==> config.mk <==
export PLATFORM = sky130hd
export DESIGN_NAME = intr_sequencer
export DESIGN_NICKNAME = d
export VERILOG_FILES = /design/src/rtl/intr_seq_pkg.sv /design/src/rtl/intr_req_sampler.sv /design/src/rtl/intr_entry_fsm.sv /design/src/rtl/intr_sequencer.sv
export SDC_FILE = /design/constraint.sdc
export NUM_CORES = 1
export LEC_CHECK = 0
export BUFFER_PORTS_ARGS = -buffer_cell sky130_fd_sc_hd__buf_2
export CORE_MARGIN = 2
export CORE_UTILIZATION = 50
export CTS_CLUSTER_SIZE = 28
export DETAILED_ROUTE_END_ITERATION = 8
export HOLD_SLACK_MARGIN = 0.15
export PLACE_DENSITY_LB_ADDON = 0.25
export SLEW_MARGIN = 5
export SYNTH_ARGS = -nofsm -noshare
export SYNTH_HDL_FRONTEND = slang
export SYNTH_SLANG_ARGS = --single-unit
export TNS_END_PERCENT = 50
==> constraint.sdc <==
create_clock -name clk -period 5 [get_ports clk]
set_input_delay 1 -clock clk [delete_from_list [all_inputs] [get_ports clk]]
set_output_delay 1 -clock clk [all_outputs]
set_load 0.01 [all_outputs]
==> src/rtl/intr_seq_pkg.sv <==
package intr_seq_pkg;

    localparam int AW = 16;
    localparam int DW = 8;

    localparam int I_BIT = 2;
    localparam int B_BIT = 4;
    localparam int U_BIT = 5;

    localparam logic [DW-1:0] I_MASK  = 8'b1 << I_BIT;
    localparam logic [DW-1:0] B_MASK  = 8'b1 << B_BIT;
    localparam logic [DW-1:0] U_MASK  = 8'b1 << U_BIT;
    localparam logic [DW-1:0] P_BOOT  = U_MASK | I_MASK;

    localparam logic [AW-1:0] VEC_NMI = 16'hFFFA;
    localparam logic [AW-1:0] VEC_RST = 16'hFFFC;
    localparam logic [AW-1:0] VEC_IRQ = 16'hFFFE;

    typedef enum logic [3:0] {
        ST_IDLE,
        ST_PUSH_PCH,
        ST_PUSH_PCL,
        ST_PUSH_P,
        ST_VEC_LO,
        ST_VEC_HI,
        ST_PULL_P,
        ST_PULL_PCL,
        ST_PULL_PCH
    } seq_state_t;

    typedef enum logic [2:0] {
        EV_RESET,
        EV_NMI,
        EV_IRQ,
        EV_BRK,
        EV_RTI,
        EV_NONE
    } event_t;

    typedef struct packed {
        logic res;
        logic nmi;
        logic irq;
    } req_t;

    // Fixed order: restart, non-maskable, maskable, break, return
    function automatic event_t pick_event(req_t r, logic brk, logic rti);
        if (r.res)      return EV_RESET;
        else if (r.nmi) return EV_NMI;
        else if (r.irq) return EV_IRQ;
        else if (brk)   return EV_BRK;
        else if (rti)   return EV_RTI;
        else            return EV_NONE;
    endfunction

    function automatic logic [AW-1:0] vector_base(event_t ev);
        case (ev)
            EV_RESET: return VEC_RST;
            EV_NMI:   return VEC_NMI;
            default:  return VEC_IRQ;
        endcase
    endfunction

    function automatic logic [DW-1:0] push_status(logic [DW-1:0] p, logic is_brk);
        return (p & ~B_MASK) | U_MASK | (is_brk ? B_MASK : '0);
    endfunction

endpackage

==> src/rtl/intr_req_sampler.sv <==
module intr_req_sampler
    import intr_seq_pkg::*;
(
    input  logic clk,
    input  logic rst,
    input  logic irq_n,
    input  logic nmi_n,
    input  logic reset_req,
    input  logic penult,
    input  logic i_flag,
    input  logic bound,
    input  logic take_nmi,
    output req_t req
);

    logic irq_q, nmi_q, nmi_q2, res_q;
    logic nmi_pend, nmi_arm, irq_arm;
    logic nmi_edge;

    assign nmi_edge = nmi_q & ~nmi_q2;

    always_ff @(posedge clk) begin
        if (rst) begin
            irq_q    <= 1'b0;
            nmi_q    <= 1'b0;
            nmi_q2   <= 1'b0;
            res_q    <= 1'b0;
            nmi_pend <= 1'b0;
            nmi_arm  <= 1'b0;
            irq_arm  <= 1'b0;
        end else begin
            irq_q    <= ~irq_n;
            nmi_q    <= ~nmi_n;
            nmi_q2   <= nmi_q;
            res_q    <= reset_req;
            nmi_pend <= (nmi_pend & ~take_nmi) | nmi_edge;
            if (bound) begin
                nmi_arm <= 1'b0;
                irq_arm <= 1'b0;
            end else if (penult) begin
                // only what was visible before this cycle counts
                nmi_arm <= nmi_pend | nmi_edge;
                irq_arm <= irq_q & ~i_flag;
            end
        end
    end

    assign req = '{res: res_q, nmi: nmi_arm, irq: irq_arm};

endmodule

==> src/rtl/intr_entry_fsm.sv <==
module intr_entry_fsm
    import intr_seq_pkg::*;
#(
    parameter logic [7:0] STACK_PAGE = 8'h01
) (
    input  logic          clk,
    input  logic          rst,
    input  logic          insn_end,
    input  req_t          req,
    input  logic          brk_op,
    input  logic          rti_op,
    input  logic [AW-1:0] pc_in,
    input  logic [DW-1:0] p_in,
    input  logic [7:0]    sp_in,
    input  logic [DW-1:0] rdata,
    output logic [AW-1:0] addr,
    output logic [DW-1:0] wdata,
    output logic          we,
    output logic          busy,
    output logic          pc_load,
    output logic [AW-1:0] pc_out,
    output logic          p_load,
    output logic [DW-1:0] p_out,
    output logic          sp_load,
    output logic [7:0]    sp_out,
    output logic          bound,
    output logic          take_nmi
);

    seq_state_t    state;
    event_t        kind;
    event_t        ev;
    logic [AW-1:0] pc_sv;
    logic [DW-1:0] p_sv;
    logic [7:0]    sp_w;
    logic [7:0]    sp_up;

    assign bound    = (state == ST_IDLE) && insn_end;
    assign ev       = pick_event(req, brk_op, rti_op);
    assign take_nmi = bound && (ev == EV_NMI);
    assign sp_up    = sp_w + 8'd1;

    always_ff @(posedge clk) begin
        if (rst) begin
            state <= ST_VEC_LO;
            kind  <= EV_RESET;
            pc_sv <= '0;
            p_sv  <= P_BOOT;
            sp_w  <= '0;
        end else begin
            case (state)
                ST_IDLE: begin
                    if (bound && ev != EV_NONE) begin
                        kind  <= ev;
                        pc_sv <= pc_in;
                        p_sv  <= p_in;
                        sp_w  <= sp_in;
                        if (ev == EV_RESET)    state <= ST_VEC_LO;
                        else if (ev == EV_RTI) state <= ST_PULL_P;
                        else                   state <= ST_PUSH_PCH;
                    end
                end
                ST_PUSH_PCH: begin sp_w <= sp_w - 8'd1; state <= ST_PUSH_PCL; end
                ST_PUSH_PCL: begin sp_w <= sp_w - 8'd1; state <= ST_PUSH_P;   end
                ST_PUSH_P:   begin sp_w <= sp_w - 8'd1; state <= ST_VEC_LO;   end
                ST_VEC_LO:   begin pc_sv[7:0] <= rdata; state <= ST_VEC_HI;   end
                ST_VEC_HI:   state <= ST_IDLE;
                ST_PULL_P:   begin p_sv <= rdata; sp_w <= sp_up; state <= ST_PULL_PCL; end
                ST_PULL_PCL: begin pc_sv[7:0] <= rdata; sp_w <= sp_up; state <= ST_PULL_PCH; end
                ST_PULL_PCH: state <= ST_IDLE;
                default:     state <= ST_IDLE;
            endcase
        end
    end

    always_comb begin
        addr    = '0;
        wdata   = '0;
        we      = 1'b0;
        busy    = (state != ST_IDLE);
        pc_load = 1'b0;
        p_load  = 1'b0;
        sp_load = 1'b0;
        pc_out  = pc_sv;
        p_out   = p_sv;
        sp_out  = sp_w;
        case (state)
            ST_PUSH_PCH: begin addr = {STACK_PAGE, sp_w}; wdata = pc_sv[15:8]; we = 1'b1; end
            ST_PUSH_PCL: begin addr = {STACK_PAGE, sp_w}; wdata = pc_sv[7:0];  we = 1'b1; end
            ST_PUSH_P: begin
                addr  = {STACK_PAGE, sp_w};
                wdata = push_status(p_sv, kind == EV_BRK);
                we    = 1'b1;
            end
            ST_VEC_LO: addr = vector_base(kind);
            ST_VEC_HI: begin
                addr    = vector_base(kind) | 16'd1;
                pc_load = 1'b1;
                pc_out  = {rdata, pc_sv[7:0]};
                p_load  = 1'b1;
                p_out   = p_sv | I_MASK;
                sp_load = (kind != EV_RESET);
            end
            ST_PULL_P, ST_PULL_PCL: addr = {STACK_PAGE, sp_up};
            ST_PULL_PCH: begin
                addr    = {STACK_PAGE, sp_up};
                pc_load = 1'b1;
                pc_out  = {rdata, pc_sv[7:0]};
                p_load  = 1'b1;
                sp_load = 1'b1;
                sp_out  = sp_up;
            end
            default: ;
        endcase
    end

endmodule

==> src/rtl/intr_sequencer.sv <==
module intr_sequencer
    import intr_seq_pkg::*;
#(
    parameter logic [7:0] STACK_PAGE = 8'h01
) (
    input  logic          clk,
    input  logic          rst,
    input  logic          irq_n,
    input  logic          nmi_n,
    input  logic          reset_req,
    input  logic          insn_penult,
    input  logic          insn_end,
    input  logic          brk_op,
    input  logic          rti_op,
    input  logic [AW-1:0] pc_in,
    input  logic [DW-1:0] p_in,
    input  logic [7:0]    sp_in,
    input  logic [DW-1:0] rdata,
    output logic [AW-1:0] addr,
    output logic [DW-1:0] wdata,
    output logic          we,
    output logic          busy,
    output logic          pc_load,
    output logic [AW-1:0] pc_out,
    output logic          p_load,
    output logic [DW-1:0] p_out,
    output logic          sp_load,
    output logic [7:0]    sp_out
);

    req_t req;
    logic bound, take_nmi;

    intr_req_sampler u_sampler (
        .clk       (clk),
        .rst       (rst),
        .irq_n     (irq_n),
        .nmi_n     (nmi_n),
        .reset_req (reset_req),
        .penult    (insn_penult),
        .i_flag    (p_in[I_BIT]),
        .bound     (bound),
        .take_nmi  (take_nmi),
        .req       (req)
    );

    intr_entry_fsm #(.STACK_PAGE(STACK_PAGE)) u_fsm (
        .clk      (clk),
        .rst      (rst),
        .insn_end (insn_end),
        .req      (req),
        .brk_op   (brk_op),
        .rti_op   (rti_op),
        .pc_in    (pc_in),
        .p_in     (p_in),
        .sp_in    (sp_in),
        .rdata    (rdata),
        .addr     (addr),
        .wdata    (wdata),
        .we       (we),
        .busy     (busy),
        .pc_load  (pc_load),
        .pc_out   (pc_out),
        .p_load   (p_load),
        .p_out    (p_out),
        .sp_load  (sp_load),
        .sp_out   (sp_out),
        .bound    (bound),
        .take_nmi (take_nmi)
    );

endmodule

==> summary.md, run 1 <==
| Metric | Value |
|---|---|
| M2 GR Usage | 37.2% |
| Final #Nets | 540 |
| Hpwl dp | just over 6000 microns |
| Max-slew violation count | 0 |
| Core area | approximately 6300 sq um |
| Chip Width | roughly 85 microns |
| Hold violation total from the final report | 0 |
| TritonCTS clock tree | yes |
| Num Clock Sinks | 46 |
| Setup Skew | roughly 11 ps |
| Avg Vias per Cell | ~5.8 |
| Die ar. | slightly above 7000 sq um |
| Compound-cell area share of the yosys netlist | a little under a quarter |
| Fmax | between 0.2 and 0.3 GHz |
| Row Count | 29 |
| Simple-gate share of the synthesized area | 25.3% |
| Synth Area in Adders | 0.762% |
| Post-Route WL | between 8000 and 9000 microns |
| Crit-path max cell delay | roughly 830 ps |
| GP Congestion | around 0.88 |
| Unrepaired setup endpoints after global routing | no |
| Crit-path slowest cell | dfxtp_1 |
| Resized cells post-CTS | 0 |
| Worst Setup SP | u_fsm.state[1]$_SDFFE_PP0P_ |
| R2r worst-path depth | 4 |
| Syn_area_per_cell | ~7.6 sq um |
| Ys Warns | 0 |
| Fraction of registers with async set/reset | 0% |
| # DRC | 0 |
| Setup crit end kind | output pin |
| First DRT Iteration DRCs | around 200 |
| MaxCap Viol Count | 0 |
| Antenna violations before repair | 0 |
| First-pass GRT wire length | 13900 microns |
| Post-synthesis instance area | around 3300 sq um |
| Worst-skew pair later-pin latency | between 300 and 400 ps |
| Post-synth EDFFs | 0 |
| Hold depth | 1 |
| Vias in the first global route | ~2800 |
| N_diodes | 0 |
| Critical Path RT | approximately 4000 ps |
| CP Launch Type | flip-flop |
| CTS clk-pin slew, worst paths | ~100 ps |
| Num CTS Buffers | 5 |
| Status | finished, final reports clean |
| Sequential fraction of the synthesis area | 28.0% |
| Antenna viol nets, final | 0 |
| Met3 GRT Util | between 3 and 4% |
| Worst Tran Pin Value | 1260 ps |
| Synth Net Count | slightly below 500 |
| Minimum clock period after layout | between 3000 and 4000 ps |
| Yosys cell types | 64 |
| Relative slew slack | approximately 16% |
| Crit-path leading delay family | flip-flops |
| Share of cells above drive strength 1 | just under 30% |
| Remaining Overflow, GRT | 0 |
| Worst hold slack | approximately 470 ps |
| Critical-path maximum fanout | 21 |
| Final-layout fill cell count | between 600 and 700 |
| Peak VDD IR | 0.274 mV |
| Setup_tns | 0 ps |
| Die H | around 85 microns |
| Global route hottest layer | met2 |
| Ys flop type | dfxtp_1 |
| Cells after Synth | between 400 and 500 |
| Synth Register Bits | between 40 and 50 |
| Worst EP arrival | around 2900 ps |
| Area added between synthesis and finish | 11.7% |
| Ports | 110 |
| Starting Density | roughly 52% |
| WP buf/inv | 2 |
| Routed WL per cell | 15.7 microns |
| Total power | approximately 1500 uW |
| I/O Buffers | 109 |
| Mux contribution to synthesized area | roughly 6.1% |
| HP Start | u_sampler.nmi_q$_SDFF_PP0_ |
| Count of final setup violators | 0 |
| Via count | around 3300 |
| Setup Fix Bufs, Post-CTS | 0 |
| # hold bufs at CTS | 0 |
| Worst-path cell chain | clkinv_1, and2_1, nor2b_1, a221o_1, buf_2 |
| Root buffer cell | clkbuf_8 |
| CTS Buffer Depth | 2 |
| Leakage | about 0.0016 uW |
| Final worst-path cycle share | 76.9% |
| Initial DRT Pass Iterations | 5 |
| Min-delay worst type | reg -> reg |
| CP Depth | 5 |
| Synth Area in XOR/XNOR | 4.00% |
| R2R Path Start | u_fsm.state[1]$_SDFFE_PP0P_ |
| Largest family of logic cells by synthesized area | simple AND/OR/NAND/NOR gates |
| Global Route Usage Sum | 23.4% |
| Setup Crit Path Kind | reg -> out |
| Pwr dens | between 400 and 500 nW/um^2 |
| Met1 GRT Util | 32.8% |
| Largest net degree at the start of global routing | 48 |
| CTS HTree Levels | 2 |
cells by family (layout without fill, tap and decap cells):
logic type | count (synthesis) | in the layout
multiplexers | 19 | 19
AND/OR/NAND/NOR | 170 | 170
adder cells (fa/ha/maj) | 2 | 2
buffers and inverters | 69 | 128
XOR/XNOR | 15 | 15
AO/OA/AOI/OAI | 110 | 110
flip-flops | 46 | 46
layout make-up:
type	instances	area, sq um	share of cell area (%)
Inverter	9	33.8	0.921
Clock buffer	7	96.3	2.63
Sequential cell	46	921	25.1
Multi-Input combinational cell	316	1950	53.2
Clock inverter	1	8.76	0.239
Timing Repair Buffer	111	561	15.3
Tap cell	77	96.3	2.63
layer usage:
metal / vias up / share of wire, % / wire length (microns)
met4: 0 / 1.4 / 124
met5: - / 0 / 0
met3: 11 / 6.0 / 532
met1: 1526 / 45 / 4000
li1: 1608 / - / -
met2: 141 / 48 / 4230
stage by stage:
step	setup slack, ps	utilization (%)	instances	cell area, sq um
4_1_cts	1190	57.8	567	3670
5_1_grt	961	57.8	567	3670
2_1_floorplan	2390	-	431	3280
3_3_place_gp	1610	56.1	559	3560
3_5_place_dp	1550	56.1	559	3560
6_report	1150	57.8	567	3670
sequential cells by signal, summed over array words and instances (netlist names):
signal	flops
u_fsm.state	4
u_fsm.kind	3
u_fsm.pc_sv	16
u_fsm.p_sv	8
u_sampler.irq_q	1
u_fsm.sp_w	8
u_sampler.nmi_arm	1
u_sampler.nmi_pend	1
u_sampler.irq_arm	1
u_sampler.res_q	1
u_sampler.nmi_q2	1
u_sampler.nmi_q	1
worst register-to-register path: cells and delay by family, from the launching register on:
kind,cells,cell delay [ps]
AO/OA/AOI/OAI,2,1320
flip-flops,1,830
AND/OR/NAND/NOR,2,220
path summary, 6_finish.rpt:
check	end	slack (ps)
max	addr[1]	1150
min	u_sampler.nmi_q2$_SDFF_PP0_	470
max reg2reg	u_fsm.pc_sv[1]$_SDFFE_PP0P_	2540
min reg2reg	u_sampler.nmi_q2$_SDFF_PP0_	470
cells in the final DEF (no fill, tap or decap), types with 9 or more instances in the layout:
cell,n
a31oi_1,11
o21ai_0,16
xnor2_1,10
nand2_1,63
buf_2,109
mux2i_1,10
mux2_2,9
nor2_1,49
nor2b_1,9
a311oi_1,14
dfxtp_1,46
a21oi_1,27
synthesized netlist by cell type (all sizes together), types with 2 or more instances:
| cell type | instances | area share, % |
|---|---|---|
| a211o | 5 | 1.3 |
| a211oi | 6 | 1.4 |
| a21oi | 27 | 4.1 |
| a311oi | 14 | 3.7 |
| a31oi | 11 | 2.1 |
| a32oi | 2 | 0.53 |
| and2 | 6 | 1.1 |
| and3 | 4 | 0.76 |
| buf | 44 | 9.6 |
| clkbuf | 16 | 1.9 |
| dfxtp | 46 | 28 |
| ha | 2 | 0.76 |
| inv | 8 | 0.91 |
| mux2 | 9 | 3.1 |
| mux2i | 10 | 3.0 |
| nand2 | 64 | 7.4 |
| nand2b | 3 | 0.57 |
| nand3 | 8 | 1.2 |
| nor2 | 50 | 5.8 |
| nor2b | 9 | 1.7 |
| nor3 | 9 | 1.7 |
| nor3b | 4 | 0.91 |
| nor4 | 2 | 1.3 |
| o211ai | 3 | 0.84 |
| o21ai | 20 | 3.0 |
| o21bai | 2 | 0.57 |
| o22ai | 4 | 0.76 |
| o2bb2ai | 2 | 0.53 |
| o32ai | 2 | 0.76 |
| or2 | 3 | 0.57 |
| or4 | 2 | 0.69 |
| xnor2 | 10 | 2.7 |
| xor2 | 5 | 1.3 |
power breakdown:
part | switching (uW) | internal [uW] | leakage (uW)
Clock | 137 | 127 | 0.0000544
Combinational | 403 | 312 | 0.00113
Sequential | 109 | 428 | 0.000377
Total | 649 | 867 | 0.00157
Note: power is estimated with default switching activity, not from simulation.
==> inputs of run 2 (changes only) <==
--- a/config.mk
+++ b/config.mk
@@ -7,7 +7,7 @@
 export LEC_CHECK = 0
 export BUFFER_PORTS_ARGS = -buffer_cell sky130_fd_sc_hd__buf_2
 export CORE_MARGIN = 2
-export CORE_UTILIZATION = 50
+export CORE_UTILIZATION = 46
 export CTS_CLUSTER_SIZE = 28
 export DETAILED_ROUTE_END_ITERATION = 8
 export HOLD_SLACK_MARGIN = 0.15
==> constraint.sdc (replaced) <==
create_clock -name clk -period 3.35 [get_ports clk]
set_input_delay 0.67 -clock clk [delete_from_list [all_inputs] [get_ports clk]]
set_output_delay 0.67 -clock clk [all_outputs]
set_load 0.01 [all_outputs]
==> run 2 against run 1 <==
Compared with the run above:
- setup slack got worse by 870 ps
- count of clock-buffer cells in the layout shrank 2
- largest cell class unchanged
- final cell count is 4.9% higher
- worst hold slack improved by 5.3 ps
- die area grew 8.3%
- clock power rose by 34%
- global-route usage shrank 0.44 points
- first-iteration DRC count decreased by 5.0%
- sequential share of layout area down 0.53 points
- non-clock buffer count is 9 higher
- flip-flop and latch count did not move
- via count shrank 0.55%
- critical endpoint is now pc_out[10]
==> summary.md, run 2 (synthesized netlist as in run 1, its figures left out) <==
| Metric | Value |
|---|---|
| Status | finished, final reports clean |
| Largest net degree at the start of global routing | 32 |
| Setup Crit Path Kind | reg -> out |
| Final Instance Area | ~3700 sq um |
| Minimum clock period after layout | between 3000 and 4000 ps |
| Remaining Overflow, GRT | 0 |
| TritonCTS clock tree | yes |
| CTS Buffer Depth | 2 |
| Area added between synthesis and finish | 14.1% |
| Count of final setup violators | 0 |
| Comb pwr share | between 50% and 60% |
| Num CTS Buffers | 5 |
| Antenna viol nets, final | 0 |
| DP Worst Slack | between 600 and 700 ps |
| Ports | 110 |
| Post-Route WL | between 9000 and 10000 microns |
| CTS clk-pin slew, worst paths | around 90 ps |
| Critical-path maximum fanout | 17 |
| CP Launch Type | flip-flop |
| First DRT Iteration DRCs | between 150 and 200 |
| Final worst-path cycle share | 91.6% |
| Hpwl dp | approximately 6600 microns |
| Peak VDD IR | ~0.25 mV |
| Routed WL per cell | around 15 microns |
| I/O Buffers | about 110 |
| Final-layout fill cell count | 688 |
| Relative slew slack | between 50% and 60% |
| Leakage | roughly 0.0016 uW |
| Max-slew violation count | 0 |
| Min-delay worst type | reg -> reg |
| Switching Fraction | a little over two fifths |
| Final #Nets | about 550 |
| CTS HTree Levels | 2 |
| Largest reg by FF count | u_fsm.pc_sv |
| Starting Density | a little under half |
| Worst Tran Pin Value | 649 ps |
| Die H | a little under 90 microns |
| Die ar. | 7830 sq um |
| Row Count | 30 |
| Sequential Power Share | 34.2% |
| Initial DRT Pass Iterations | 7 |
| Vias in the first global route | roughly 3000 |
| Largest registers | u_fsm.pc_sv: 16 flops, u_fsm.p_sv: 8 flops, u_fsm.sp_w: 8 flops |
| Fin cells | about 600 |
| First-pass GRT wire length | ~14000 microns |
| Antenna violations before repair | 0 |
| Root buffer cell | clkbuf_8 |
| Max FFs per register | 16 |
| Worst-skew pair later-pin latency | between 300 and 400 ps |
| Fmax | around 0.33 GHz |
| R2r worst-path depth | 6 |
| Core area | roughly 6900 sq um |
| MaxCap Viol Count | 0 |
| Power Internal | 1280 uW |
| Net load switching power | between 900 and 1000 uW |
| Via count | ~3300 |
| Setup Skew | ~12 ps |
| Placed Area | approximately 3700 sq um |
| Core Util, Final | 54.6% |
| Hold depth | 1 |
| Setup crit end kind | output pin |
| Post-route setup slack | about 280 ps |
| # hold bufs at CTS | 0 |
| Num Clock Sinks | 46 |
| Worst EP arrival | 2400 ps |
| Commonest non-fill, non-tap cell in the layout | buf_2 |
| Global Route Usage Sum | between 20% and 30% |
| # DRC | 0 |
| Placed Cells | between 500 and 600 |
| Pwr dens | about 600 nW/um^2 |
| Setup Fix Bufs, Post-CTS | 0 |
| Hold violation total from the final report | 0 |
| GP Congestion | between 0.9 and 1 |
| Chip Width | a little under 90 microns |
| Commonest cells after routing, fill and taps aside | 109 x buf_2, 63 x nand2_1, 49 x nor2_1 |
| Resized cells post-CTS | 0 |
| Unrepaired setup endpoints after global routing | no |
| N_diodes | 0 |
| Share of cells above drive strength 1 | between 30% and 40% |
| Avg Vias per Cell | 5.49 |
| Clk pwr share | approximately 16% |
| Critical Path RT | approximately 2700 ps |
| Setup_tns | 0 ps |
run 2: changes by cell type in the layout (fill, tap and decap cells not counted), sizes merged:
cell / before / now
clkinv: 2 / 1
buf: 111 / 120
inv: 8 / 9
clkbuf: 7 / 5
clkinvlp: 0 / 2
run 2: final timing paths:
check                                                 start                           to  slack (ps)
worst max-delay path            u_fsm.state[2]$_SDFFE_PP1P_                   pc_out[10]         280
worst min-delay path             u_sampler.nmi_q$_SDFF_PP0_  u_sampler.nmi_q2$_SDFF_PP0_         480
worst max register to register  u_fsm.state[2]$_SDFFE_PP1P_  u_fsm.pc_sv[2]$_SDFFE_PP0P_        1140
worst min register to register   u_sampler.nmi_q$_SDFF_PP0_  u_sampler.nmi_q2$_SDFF_PP0_         480
run 2: power by group through the flow:
stage               Combinational (uW)  Sequential [uW]  Clock [uW]
detailed placement                1130              780           0
finish                            1130              772         355
global route                      1250              788         388
floorplan                          960              702           0
global placement                  1110              776           0
CTS                               1130              767         364
run 2: worst max-delay path: stages, from the launching register on:
cell and delay [ps]:
dfxtp_1 670, nor2b_1 250, a21oi_1 100, nor2_2 510, mux2_2 410, buf_2 140
run 2: cell type report:
cell class,count,area [sq um],share of cell area (%)
flip-flops and latches,46,921,24.6
inverters,9,33.8,0.902
well taps,96,120,3.21
clock buffers,5,68.8,1.84
multi-input cells,316,1950,52.1
clock inverters,3,23.8,0.634
repair buffers,120,628,16.8
run 2: per-layer routing:
metal  GRT usage [%]  up-vias  wire (microns)
met5               0        -               0
li1                -     1626               -
met3            4.48       11             480
met2            36.8      104            4390
met1            31.7     1527            4030
met4            6.47        0             133
run 2: through the flow:
| step | hold WS (ps) | total power (uW) |
|---|---|---|
| 2_1_floorplan | 439 | 1660 |
| 3_3_place_gp | 452 | 1880 |
| 3_5_place_dp | 470 | 1910 |
| 4_1_cts | 482 | 2260 |
| 5_1_grt | 493 | 2420 |
| 6_report | 479 | 2260 |
